[src/rtl/reg_dispatch_pkg.sv]
package reg_dispatch_pkg;
  localparam int unsigned REG_ID_W = 10;

  typedef enum logic [2:0] {
    K_NONE,
    K_CFG,
    K_FIFO,
    K_ACT,
    K_FIN
  } dst_kind_e;

  typedef enum logic {
    S_IDLE,
    S_STREAM
  } seq_state_e;
endpackage

[src/rtl/reg_id_decode.sv]
module reg_id_decode
  import reg_dispatch_pkg::*;
#(
  parameter int unsigned CFG_BASE    = 'h040,
  parameter int unsigned CFG_NUM     = 8,
  parameter int unsigned ACT_BASE    = 'h020,
  parameter int unsigned ACT_NUM     = 4,
  parameter int unsigned FIN_ID      = 'h010,
  parameter int unsigned UNI_CFG_ID  = 'h2C0,
  parameter int unsigned UNI_DATA_LO = 'h2C1,
  parameter int unsigned UNI_DATA_HI = 'h2C8,
  parameter int unsigned IDX_W       = 4
) (
  input  logic [REG_ID_W-1:0] id_i,
  output dst_kind_e           kind_o,
  output logic [IDX_W-1:0]    idx_o
);
  logic [REG_ID_W-1:0] cfg_off, act_off;

  assign cfg_off = id_i - REG_ID_W'(CFG_BASE);
  assign act_off = id_i - REG_ID_W'(ACT_BASE);

  // terminate and alias window take priority over the plain ranges
  always_comb begin
    kind_o = K_NONE;
    idx_o  = '0;
    if (id_i == REG_ID_W'(FIN_ID)) begin
      kind_o = K_FIN;
    end else if (id_i == REG_ID_W'(UNI_CFG_ID)) begin
      kind_o = K_CFG;
      idx_o  = IDX_W'(CFG_NUM);
    end else if (id_i >= REG_ID_W'(UNI_DATA_LO) && id_i <= REG_ID_W'(UNI_DATA_HI)) begin
      kind_o = K_FIFO;
    end else if (id_i >= REG_ID_W'(CFG_BASE) && cfg_off < REG_ID_W'(CFG_NUM)) begin
      kind_o = K_CFG;
      idx_o  = cfg_off[IDX_W-1:0];
    end else if (id_i >= REG_ID_W'(ACT_BASE) && act_off < REG_ID_W'(ACT_NUM)) begin
      kind_o = K_ACT;
      idx_o  = act_off[IDX_W-1:0];
    end
  end
endmodule

[src/rtl/cfg_regfile.sv]
module cfg_regfile #(
  parameter int unsigned SLOTS  = 9,
  parameter int unsigned DATA_W = 32,
  parameter int unsigned AW     = 4
) (
  input  logic              clk_i,
  input  logic              rst_ni,
  input  logic              we_i,
  input  logic [AW-1:0]     wa_i,
  input  logic [DATA_W-1:0] wd_i,
  input  logic [AW-1:0]     rd_addr_i,
  output logic [DATA_W-1:0] rd_data_o
);
  logic [DATA_W-1:0] q [SLOTS];

  for (genvar g = 0; g < SLOTS; g++) begin : g_slot
    always_ff @(posedge clk_i or negedge rst_ni) begin
      if (!rst_ni)                          q[g] <= '0;
      else if (we_i && wa_i == AW'(g))      q[g] <= wd_i;
    end

    p_slot_write_r2: assert property (@(posedge clk_i) disable iff (!rst_ni)
      we_i && wa_i == AW'(g) |=> q[g] == $past(wd_i));
  end

  always_comb begin
    rd_data_o = '0;
    for (int i = 0; i < SLOTS; i++)
      if (rd_addr_i == AW'(i)) rd_data_o = q[i];
  end
endmodule

[src/rtl/reg_write_dispatch.sv]
module reg_write_dispatch
  import reg_dispatch_pkg::*;
#(
  parameter int unsigned DATA_W      = 32,
  parameter int unsigned CNT_W       = 8,
  parameter int unsigned CFG_NUM     = 8,
  parameter int unsigned CFG_BASE    = 'h040,
  parameter int unsigned ACT_NUM     = 4,
  parameter int unsigned ACT_BASE    = 'h020,
  parameter int unsigned FIN_ID      = 'h010,
  parameter int unsigned UNI_CFG_ID  = 'h2C0,
  parameter int unsigned UNI_DATA_LO = 'h2C1,
  parameter int unsigned UNI_DATA_HI = 'h2C8
) (
  input  logic                              clk_i,
  input  logic                              rst_ni,
  input  logic                              buf_start_i,
  input  logic                              cmd_valid_i,
  output logic                              cmd_ready_o,
  input  logic [REG_ID_W-1:0]               cmd_base_i,
  input  logic [CNT_W-1:0]                  cmd_count_i,
  input  logic                              cmd_consec_i,
  input  logic                              par_valid_i,
  output logic                              par_ready_o,
  input  logic [DATA_W-1:0]                 par_data_i,
  input  logic [$clog2(CFG_NUM+1)-1:0]      cfg_rd_addr_i,
  output logic [DATA_W-1:0]                 cfg_rd_data_o,
  output logic                              fifo_valid_o,
  input  logic                              fifo_ready_i,
  output logic [DATA_W-1:0]                 fifo_data_o,
  output logic [ACT_NUM-1:0]                act_pulse_o,
  output logic [DATA_W-1:0]                 act_data_o,
  output logic                              done_o
);
  localparam int unsigned CFG_SLOTS = CFG_NUM + 1;
  localparam int unsigned CFG_AW    = $clog2(CFG_SLOTS);
  localparam int unsigned ACT_AW    = (ACT_NUM > 1) ? $clog2(ACT_NUM) : 1;
  localparam int unsigned IDX_W     = (CFG_AW > ACT_AW) ? CFG_AW : ACT_AW;

  seq_state_e          state_q;
  logic [REG_ID_W-1:0] cur_id_q;
  logic [CNT_W-1:0]    remain_q;
  logic                consec_q;
  logic                fin_q;
  logic [ACT_NUM-1:0]  act_pulse_q;
  logic [DATA_W-1:0]   act_data_q;

  dst_kind_e           kind;
  logic [IDX_W-1:0]    idx;
  logic                streaming, fin_eff, fifo_hit, fire, live;
  logic                cfg_we, fin_hit, act_hit;

  reg_id_decode #(
    .CFG_BASE   (CFG_BASE),
    .CFG_NUM    (CFG_NUM),
    .ACT_BASE   (ACT_BASE),
    .ACT_NUM    (ACT_NUM),
    .FIN_ID     (FIN_ID),
    .UNI_CFG_ID (UNI_CFG_ID),
    .UNI_DATA_LO(UNI_DATA_LO),
    .UNI_DATA_HI(UNI_DATA_HI),
    .IDX_W      (IDX_W)
  ) u_decode (
    .id_i  (cur_id_q),
    .kind_o(kind),
    .idx_o (idx)
  );

  // a buffer start in the same cycle makes the current word part of the new buffer
  assign streaming   = (state_q == S_STREAM);
  assign fin_eff     = fin_q & ~buf_start_i;
  assign fifo_hit    = streaming && kind == K_FIFO && !fin_eff;
  assign par_ready_o = streaming && (!fifo_hit || fifo_ready_i);
  assign cmd_ready_o = (state_q == S_IDLE);
  assign fire        = par_valid_i && par_ready_o;
  assign live        = fire && !fin_eff;
  assign cfg_we      = live && kind == K_CFG;
  assign fin_hit     = live && kind == K_FIN;
  assign act_hit     = live && kind == K_ACT;

  assign fifo_valid_o = fifo_hit && par_valid_i;
  assign fifo_data_o  = par_data_i;

  cfg_regfile #(
    .SLOTS (CFG_SLOTS),
    .DATA_W(DATA_W),
    .AW    (CFG_AW)
  ) u_cfg (
    .clk_i    (clk_i),
    .rst_ni   (rst_ni),
    .we_i     (cfg_we),
    .wa_i     (idx[CFG_AW-1:0]),
    .wd_i     (par_data_i),
    .rd_addr_i(cfg_rd_addr_i),
    .rd_data_o(cfg_rd_data_o)
  );

  always_ff @(posedge clk_i or negedge rst_ni) begin
    if (!rst_ni) begin
      state_q  <= S_IDLE;
      cur_id_q <= '0;
      remain_q <= '0;
      consec_q <= 1'b0;
    end else if (state_q == S_IDLE) begin
      if (cmd_valid_i) begin
        cur_id_q <= cmd_base_i;
        remain_q <= cmd_count_i;
        consec_q <= cmd_consec_i;
        state_q  <= (cmd_count_i != '0) ? S_STREAM : S_IDLE;
      end
    end else if (fire) begin
      if (consec_q) cur_id_q <= cur_id_q + 1'b1;
      remain_q <= remain_q - 1'b1;
      if (remain_q == CNT_W'(1)) state_q <= S_IDLE;
    end
  end

  always_ff @(posedge clk_i or negedge rst_ni) begin
    if (!rst_ni) begin
      fin_q       <= 1'b0;
      act_pulse_q <= '0;
      act_data_q  <= '0;
    end else begin
      fin_q       <= fin_hit | fin_eff;
      act_pulse_q <= act_hit ? (ACT_NUM'(1) << idx) : '0;
      if (act_hit) act_data_q <= par_data_i;
    end
  end

  assign act_pulse_o = act_pulse_q;
  assign act_data_o  = act_data_q;
  assign done_o      = fin_q;

  p_done_follows_fin_r8: assert property (@(posedge clk_i) disable iff (!rst_ni)
    fin_hit |=> done_o);

  p_start_clears_r10: assert property (@(posedge clk_i) disable iff (!rst_ni)
    buf_start_i && !fin_hit |=> !done_o);

  p_no_act_after_fin_r9: assert property (@(posedge clk_i) disable iff (!rst_ni)
    done_o && !buf_start_i |=> act_pulse_o == '0);

  p_act_onehot_r6: assert property (@(posedge clk_i) disable iff (!rst_ni)
    $onehot0(act_pulse_o));

  p_stall_blocks_r5: assert property (@(posedge clk_i) disable iff (!rst_ni)
    fifo_valid_o && !fifo_ready_i |-> !par_ready_o);

  p_id_hold_r5: assert property (@(posedge clk_i) disable iff (!rst_ni)
    streaming && par_valid_i && !par_ready_o |=> $stable(cur_id_q));

  p_idle_no_par_r11: assert property (@(posedge clk_i) disable iff (!rst_ni)
    cmd_ready_o |-> !fifo_valid_o);
endmodule

[config.mk]
export PLATFORM = sky130hd
export DESIGN_NAME = reg_write_dispatch
export DESIGN_NICKNAME = d
export VERILOG_FILES = /design/src/rtl/reg_dispatch_pkg.sv /design/src/rtl/reg_id_decode.sv /design/src/rtl/cfg_regfile.sv /design/src/rtl/reg_write_dispatch.sv
export SDC_FILE = /design/constraint.sdc
export NUM_CORES = 1
export LEC_CHECK = 0
export BUFFER_PORTS_ARGS = -buffer_cell sky130_fd_sc_hd__buf_2
export CORE_MARGIN = 5
export CORE_UTILIZATION = 62
export CTS_BUF_LIST = sky130_fd_sc_hd__clkbuf_4
export DETAILED_ROUTE_END_ITERATION = 10
export PLACE_DENSITY = 0.93
export SLEW_MARGIN = 10
export SYNTH_ARGS = -nofsm -noshare
export SYNTH_HDL_FRONTEND = slang
export SYNTH_HIERARCHICAL = 1
export SYNTH_SLANG_ARGS = --single-unit
[constraint.sdc]
create_clock -name clk_i -period 3.7 [get_ports clk_i]
set_input_delay 0.925 -clock clk_i [delete_from_list [all_inputs] [get_ports clk_i]]
set_output_delay 0.925 -clock clk_i [all_outputs]
set_load 0.05 [all_outputs]
### Word-level counts from Yosys, hierarchy flattened

Index checks and enable logic that the tools add are counted.

* register bits: 345
* input port bits: 61
* word-level logic and storage cells: 119

* shift-type cells: 1
* muxes and demuxes: 32
* bitwise logic cells: 4
* $add $sub $neg: 4
* reduce and logical (&&, ||, !) cells: 31
* $lt $le $gt $ge: 6
* equality and inequality tests: 25

Operator list (number)
* 32-bit 2-to-1 mux: 9
* 10-bit 2-to-1 mux: 4
* 4-bit by 3-bit equality test with 1-bit output (second input constant): 8
* 4-bit 2-to-1 mux: 6
* 8-bit 2-to-1 mux: 3
* 1-bit logical AND: 21
* 4-bit by 2-bit equality test with 1-bit output (second input constant): 4
* 3-bit 2-to-1 mux: 4
* 10-bit by 1-bit adder with 10-bit output (second input constant): 1
* 10-bit equality test (second input constant): 1
* 10-bit by 5-bit equality test with 1-bit output (second input constant): 1
* 10-bit >= comparator (second input constant): 1
* 10-bit by 6-bit >= comparator with 1-bit output (second input constant): 1
* 10-bit by 7-bit >= comparator with 1-bit output (second input constant): 1
* 10-bit <= comparator (second input constant): 1
* 10-bit by 3-bit less-than comparator with 1-bit output (second input constant): 1
* 10-bit by 4-bit less-than comparator with 1-bit output (second input constant): 1
* 10-bit by 6-bit subtractor with 10-bit output (second input constant): 1
* 10-bit by 7-bit subtractor with 10-bit output (second input constant): 1
* 4-bit by 1-bit equality test with 1-bit output (second input constant): 2
* 4-bit equality test (second input constant): 2
* 8-bit by 1-bit equality test with 1-bit output (second input constant): 1
* 4-bit logical NOT: 2
* 8-bit nonzero test: 1
* other kinds (16): 25

### Logic depth before layout (Yosys ltp)

Gate-level depths: netlist of run 1.

* depth after elaboration: 18
* gate-level depth with buffers: 12
* depth with buffers taken out: 11

### Modules after synthesis

The synthesis of run 1 kept the hierarchy.

By module, submodules not included
* cfg_regfile: cells each 1123, instances 1, area each 13915.8 um2
* reg_write_dispatch: cells each 278, instances 1, area each 2992.9 um2
* reg_id_decode: cells each 23, instances 1, area each 163.9 um2

### Worst setup path after synthesis of run 1

Ideal clock, no wire load.

* kind: input -> output
* start point: input cfg_rd_addr_i[0]
* end point: output cfg_rd_data_o[15]
* buffers on the path: 2
* stages: 6
* required time: 2775 ps
* arrival: 2947 ps
* setup slack: -172 ps
* cell sequence: buf_4 > or2_2 > buf_2 > o22ai_1 > nand2b_1 > a221oi_1

* longest elaborated chain between the ends: 10
* elaborated cells between the ends (all ways): 18

Ends and longest elaborated chain
* start, declared: line reg_write_dispatch.sv:26 `input logic [$clog2(CFG_NUM+1)-1:0] cfg_rd_addr_i,`
* 4-bit logical NOT: line cfg_regfile.sv:29 `if (rd_addr_i == AW'(i)) rd_data_o = q[i];`
* 32-bit 2-to-1 mux (8 in a row): line cfg_regfile.sv:29
* 32-bit 2-to-1 mux (*): line cfg_regfile.sv:29
* end, declared: line reg_write_dispatch.sv:27 `output logic [DATA_W-1:0] cfg_rd_data_o,`

Mark *: on every way between the ends. The rest lies on a longest branch, timed or not.

### Worst setup path after layout of run 1

* start point: input cfg_rd_addr_i[0]
* end point: output cfg_rd_data_o[8]

Same word-level chain as after synthesis.

==> results of run 1 <==
[cells in the final DEF (no fill, tap or decap), types with 19 or more instances in the layout]
master,netlist,routed
dfrtp_1,345,342
nand2b_1,53,52
nor3_1,31,30
o22ai_1,53,51
buf_4,45,38
inv_1,44,44
clkbuf_4,0,121
nand2_1,40,39
clkinv_1,0,30
mux2i_1,30,30
a21oi_1,81,80
mux2_4,30,30
mux2_2,265,265
nor2_1,29,26
buf_12,0,19
o21ai_1,20,20
o21ai_0,46,46
buf_2,41,159
[how the worst max path moves through the flow]
| stage | slack [ps] | depth (start not counted) | endpoint | startpoint |
|---|---|---|---|---|
| CTS | 0.8 | 9 | par_ready_o | cur_id_q[5] |
| global route | -40 | 9 | par_ready_o | cur_id_q[5] |
| detailed placement | 110 | 7 | cfg_rd_data_o[8] | cfg_rd_addr_i[0] |
| floorplan | 220 | 6 | fifo_valid_o | cur_id_q[6] |
| finish | 30 | 7 | cfg_rd_data_o[8] | cfg_rd_addr_i[0] |
| global placement | 190 | 7 | cfg_rd_data_o[4] | cfg_rd_addr_i[0] |
[repair_timing]
action                                  CTS  global route
gates resized for setup                   8            11
gates cloned                              0             0
buffers inserted                          2             4
endpoints found under the setup margin    2             2
pin swaps                                 2             4
[per-stage QoR]
step | power [W] | utilization [%]
after CTS | 0.00941 | 71.3
after global routing | 0.00991 | 71.6
after detailed placement | 0.00628 | 67.2
after global placement | 0.00616 | 67.2
after floorplan | 0.00574 | -
final | 0.00944 | 71.6
[state kept, by name, summed over array words and instances, names as in the netlist]
| signal | cells |
|---|---|
| act_data_o | 32 |
| act_pulse_o | 4 |
| consec_q | 1 |
| cur_id_q | 10 |
| done_o | 1 |
| remain_q | 8 |
| state_q | 1 |
| u_cfg/q | 288 |
[power by group through the flow]
stage / Sequential (W) / Clock (W) / Combinational, W
2_1_floorplan: 0.00452 / 0 / 0.00122
3_3_place_gp: 0.00453 / 0 / 0.00163
3_5_place_dp: 0.00457 / 0 / 0.00171
4_1_cts: 0.00450 / 0.00315 / 0.00176
5_1_grt: 0.00457 / 0.00336 / 0.00197
6_report: 0.00453 / 0.00308 / 0.00183
[routing by layer]
| metal | global-route usage (%) | vias up | share of wire (%) | wire length [um] |
|---|---|---|---|---|
| met2 | 48.4 | 888 | 49 | 22800 |
| met4 | 15.2 | 2 | 4.7 | 2180 |
| met3 | 6.21 | 224 | 9.1 | 4230 |
| met1 | 37.6 | 6567 | 37 | 17400 |
| met5 | 0 | - | 0.028 | 13 |
| li1 | - | 5617 | - | - |
[cell families after synthesis]
| logic type | after synthesis |
|---|---|
| buf+inv | 183 |
| compound gates | 318 |
| fa+ha+maj | 4 |
| mux | 334 |
| flops | 345 |
| xor+xnor | 2 |
| simple gates | 238 |
[area by class of cell]
cell class              instances  area, um^2  area share [%]
well taps                     341         427            2.20
clock inverters                38         153           0.789
repair buffers                219        1500            7.74
inverters                      45         169           0.873
multi-input cells             896        7560            39.1
clock buffers                 121         908            4.69
flip-flops and latches        345        8640            44.6
diodes                          1        2.50          0.0129
[worst max-delay path: cells and delay by family]
kind / cells / cell delay, ps
buffers and inverters: 3 / 690
and+or+nand+nor: 1 / 500
AOI/OAI and AO/OA: 3 / 620
==> flow_metrics.py, run 1 <==
metrics = {
    "global_routing": {
        "grt_pass1_wl_um": 73900,
        "grt_pass1_vias": 14000,
        "grt_max_degree": 90,
        "antenna_found_initial": 2,
        "track_usage_pct": 29.6,
        "gr-total-overflow": 0,
    },
    "sta": {
        "relSlewSlack_pct": 53.1,
        "fin_ws_ps": 30.6,
        "hold_viol": 0,
        "slew_violations": 0,
        "tightest_slew_ps": 704,
        "finalWorstPathRequiredPeriod_ps": 3670,
        "timing.fmax_mhz": 273,
        "finClkSkew_ps": 32.8,
        "fin_tns_setup_ps": 0,
        "finalSetupViolCount": 0,
        "fin_crit_sh_pct": 99.2,
        "rsz0062_at_grt": "yes",
        "whs_ps": 248,
    },
    "detailed_routing": {
        "drt-initial-drc-count": 1662,
        "drt_wl_total_um": 46700,
        "vias_per_cell": 6.63,
        "routedWlPerCell_um": 23.3,
        "firstDrtPassIters": 6,
        "route.detailed.drc": 0,
        "num_vias": 13300,
        "drtAntennaViolNets": 0,
    },
    "logic_synthesis": {
        "muxShareOfSynthArea_pct": 22.5,
        "synth_xor_area_share_pct": 0.103,
        "synth_cell_types": 73,
        "ys_seq_elements": 345,
        "syn_avg_cell_area_um2": 12.0,
        "async_flop_share_pct": 100,
        "syn-num-nets": 1489,
        "yosys-top-cells-count": "345 x dfrtp_1, 265 x mux2_2, 81 x a21oi_1",
        "synth_ff_type": "dfrtp_1",
        "synth_warnings": 6,
        "seq_area_frac_synth_pct": 50.6,
        "synth_most_common_cell": "dfrtp_1",
        "netlist_area_um2": 17100,
        "synth_simple_gate_area_share_pct": 8.16,
        "synth-compound-area-share_pct": 12.5,
        "synth_top_family_by_area": "multiplexers",
        "postSynthCellCount": 1424,
        "synth_largest_area_cell": "dfrtp_1",
        "synth_top_area_share_pct": 50.6,
        "synthAdderAreaFrac_pct": 0.293,
        "yosys-top-cells-area": "dfrtp_1 51%, mux2_2 17%, mux2_4 2.6%",
        "synth_edf_count": 0,
    },
    "worst_setup_path": {
        "crit_chain": "buf_4, buf_12, nor3b_4, a21oi_1, o22a_1, a221oi_2, buf_2",
        "reg2reg_depth": 10,
        "crit_arrival_ps": 2740,
        "crit_type": "input port to output pin",
        "crit_required_ps": 2770,
        "reg2reg_from": "cur_id_q[0]",
        "cp_max_fo": 16,
        "end_kind": "output pin",
        "crit_slowest_cell": "nor3b_4",
        "r2r_slack_ps": 270,
        "reg2reg_to": "u_cfg/q[179]",
        "max_stage_delay_ps": 500,
        "start_kind": "input port",
    },
    "clock_tree": {
        "clockBufferDepth": 3,
        "cts_buffers": 88,
        "clkTransAtPathRegs_ps": 60,
        "ctsHoldBuffers": 0,
        "cts_root_buffer": "clkbuf_4",
        "cts_tree": "built",
        "clk_latency_ps": 710,
        "clock-sinks": 345,
        "cts_htree_levels": 3,
    },
    "run": {
        "maxCapViolations": 0,
    },
    "floorplanning": {
        "die_h_um": 176,
        "die_x_um": 176,
        "die-area_um2": 31000,
        "start_util_pct": 63.2,
        "row_count": 60,
        "io_pins": 165,
        "core_um2": 27000,
    },
    "final_layout": {
        "final_cells": 2006,
        "final_nets": 1660,
        "syn_to_final_growth_pct": 13.4,
        "fillCellCount": 1657,
        "drive_above_1_share_pct": 41.4,
        "design_area_um2": 19400,
    },
    "placement": {
        "place_ws_ps": 111,
        "placed_cells": 1840,
        "io_buffers": 164,
        "dp_hpwl_um": 27200,
        "placed_area_um2": 18200,
        "gp_congestion": 0.859,
    },
    "pwr": {
        "seqPwrFrac_pct": 48.0,
        "power_density_nw_per_um2": 488,
        "irDropWorstVdd_mv": 0.276,
        "sw_frac_of_total_pct": 31.3,
        "power.switching_w": 0.00296,
        "p_int_w": 0.00648,
        "leakagePower_nw": 9.57,
        "pwr-share-clk_pct": 32.6,
        "combPwrFrac_pct": 19.4,
    },
    "outcome": {
        "status": "finished, final reports clean",
    },
    "min_path": {
        "hp-class": "input port to async pin",
    },
}
Power figures use the tool's default switching activity.
==> inputs of run 2 (changes only) <==
--- a/config.mk
+++ b/config.mk
@@ -11,6 +11,7 @@
 export CTS_BUF_LIST = sky130_fd_sc_hd__clkbuf_4
 export DETAILED_ROUTE_END_ITERATION = 10
 export PLACE_DENSITY = 0.93
+export SETUP_SLACK_MARGIN = 0.05
 export SLEW_MARGIN = 10
 export SYNTH_ARGS = -nofsm -noshare
 export SYNTH_HDL_FRONTEND = slang
==> run 2 against run 1 <==
Compared with the run above:
- clock skew increased by 2.1 ps
- non-clock buffer count increased by 1
- wire length decreased by 0.29%
==> flow_metrics.py, run 2 (synthesized netlist as in run 1, its figures left out) <==
metrics = {
    "outcome": {
        "status": "finished, final reports clean",
    },
    "sta": {
        "relSlewSlack_pct": 53.0,
        "finClkSkew_ps": 34.8,
        "rsz0062_at_grt": "yes",
        "whs_ps": 241,
        "slew_violations": 0,
        "hold_viol": 0,
        "tightest_slew_ps": 706,
        "fin_crit_sh_pct": 99.3,
        "finalWorstPathRequiredPeriod_ps": 3670,
        "finalSetupViolCount": 0,
        "timing.fmax_mhz": 272,
    },
    "final_layout": {
        "syn_to_final_growth_pct": 13.7,
        "drive_above_1_share_pct": 41.9,
        "largest_reg_flops": 288,
        "regArea_um2": 8640,
        "multi_input_area_um2": 7610,
        "most-common-layout-cells": "342 x dfrtp_1, 265 x mux2_2, 159 x buf_2",
        "final_nets": 1661,
        "fillCellCount": 1649,
        "design_area_um2": 19400,
        "top_register": "u_cfg/q",
        "mostFrequentLayoutCell": "dfrtp_1",
    },
    "detailed_routing": {
        "drt_wl_total_um": 46600,
        "vias_per_cell": 6.63,
        "drt-initial-drc-count": 1690,
        "drtAntennaViolNets": 0,
        "routedWlPerCell_um": 23.2,
        "firstDrtPassIters": 9,
        "route.detailed.drc": 0,
        "num_vias": 13300,
    },
    "placement": {
        "dp_hpwl_um": 27200,
        "placed_area_um2": 18200,
        "gp_congestion": 0.859,
        "io_buffers": 164,
    },
    "clock_tree": {
        "cts_htree_levels": 3,
        "cts_root_buffer": "clkbuf_4",
        "clockBufferDepth": 3,
        "cts_tree": "built",
        "cts_buffers": 88,
        "ctsHoldBuffers": 0,
        "clock-sinks": 345,
        "clk_latency_ps": 700,
        "clkTransAtPathRegs_ps": 70,
    },
    "global_routing": {
        "antenna_found_initial": 2,
        "gr-usage-met3_pct": 6.19,
        "busiest_layer": "met2",
        "met2_usage_pct": 48.4,
        "gr-total-overflow": 0,
        "track_usage_pct": 29.6,
        "grt_max_degree": 90,
        "grt_pass1_vias": 14000,
        "grt_pass1_wl_um": 74000,
        "grt.met1_usage_pct": 37.7,
    },
    "floorplanning": {
        "core_um2": 27000,
        "die-area_um2": 31000,
        "start_util_pct": 63.2,
        "die_x_um": 176,
        "row_count": 60,
        "die_h_um": 176,
        "io_pins": 165,
    },
    "worst_setup_path": {
        "r2r_slack_ps": 250,
        "cp_max_fo": 4,
        "crit_type": "flop to output pin",
        "crit_required_ps": 2770,
        "crit_arrival_ps": 2750,
        "end_kind": "output pin",
        "start_kind": "flop",
    },
    "pwr": {
        "irDropWorstVdd_mv": 0.275,
        "power_density_nw_per_um2": 487,
        "leakagePower_nw": 9.58,
    },
    "run": {
        "maxCapViolations": 0,
    },
    "min_path": {
        "hp-class": "input port to async pin",
    },
}
==> run 2: cell type report <==
| type | count | share of cell area [%] |
|---|---|---|
| inverter | 45 | 0.870 |
| tap | 341 | 2.20 |
| timing repair buffer | 220 | 7.76 |
| clock inverter | 38 | 0.786 |
| sequential | 345 | 44.5 |
| clock buffer | 121 | 4.68 |
| multi-input combinational | 896 | 39.2 |
| antenna | 1 | 0.0129 |
==> run 2: routing by layer <==
layer / vias to the layer above / share of wire, %
li1: 5610 / -
met1: 6588 / 37
met2: 870 / 49
met3: 231 / 8.6
met4: 2 / 5.1
met5: - / 0.028
==> run 2: worst paths after layout <==
path,start,to,cells after the start
min in group clk_i,cmd_consec_i,consec_q,3
setup / recovery,cur_id_q[5],fifo_valid_o,9
hold reg to reg,u_cfg/q[190],u_cfg/q[190],1
hold / removal,rst_ni,act_data_o[0],1
max in group asynchronous,rst_ni,u_cfg/q[52],2
setup reg to reg,cur_id_q[5],u_cfg/q[180],12
==> run 2: metrics by stage <==
step / TNS, ps / total power [W] / setup WS, ps / std cells / utilization, %
after detailed placement: 0 / 0.00628 / 111 / 1840 / 67.2
after floorplan: 0 / 0.00574 / 216 / 1424 / -
after CTS: 0 / 0.00942 / 49.5 / 2001 / 71.4
after global placement: 0 / 0.00616 / 192 / 1840 / 67.2
final: 0 / 0.00945 / 26.2 / 2007 / 71.8
after global routing: -72.8 / 0.00991 / -46.0 / 2007 / 71.8
==> run 2: critical path, cell delays in order (launching register included) <==
cell	delay, ps
dfrtp_2	430
inv_2	60
ha_4	250
and4bb_2	290
nand2_2	100
o22ai_4	210
nor2b_4	220
nand2_4	90
nor3_4	210
buf_6	190
==> run 2: where the power goes <==
part | switching [W] | internal, W | leakage, nW
sequential | 0.000342 | 0.00419 | 4.62
clock | 0.00156 | 0.00152 | 0.629
combinational | 0.00107 | 0.000765 | 4.32
==> run 2: repair_timing <==
action / 4_1_cts / 5_1_grt
buffers inserted: 2 / 5
hold endpoints to repair: 0 / 0
pin swaps: 3 / 8
setup endpoints to repair: 2 / 20
resized for setup: 10 / 18
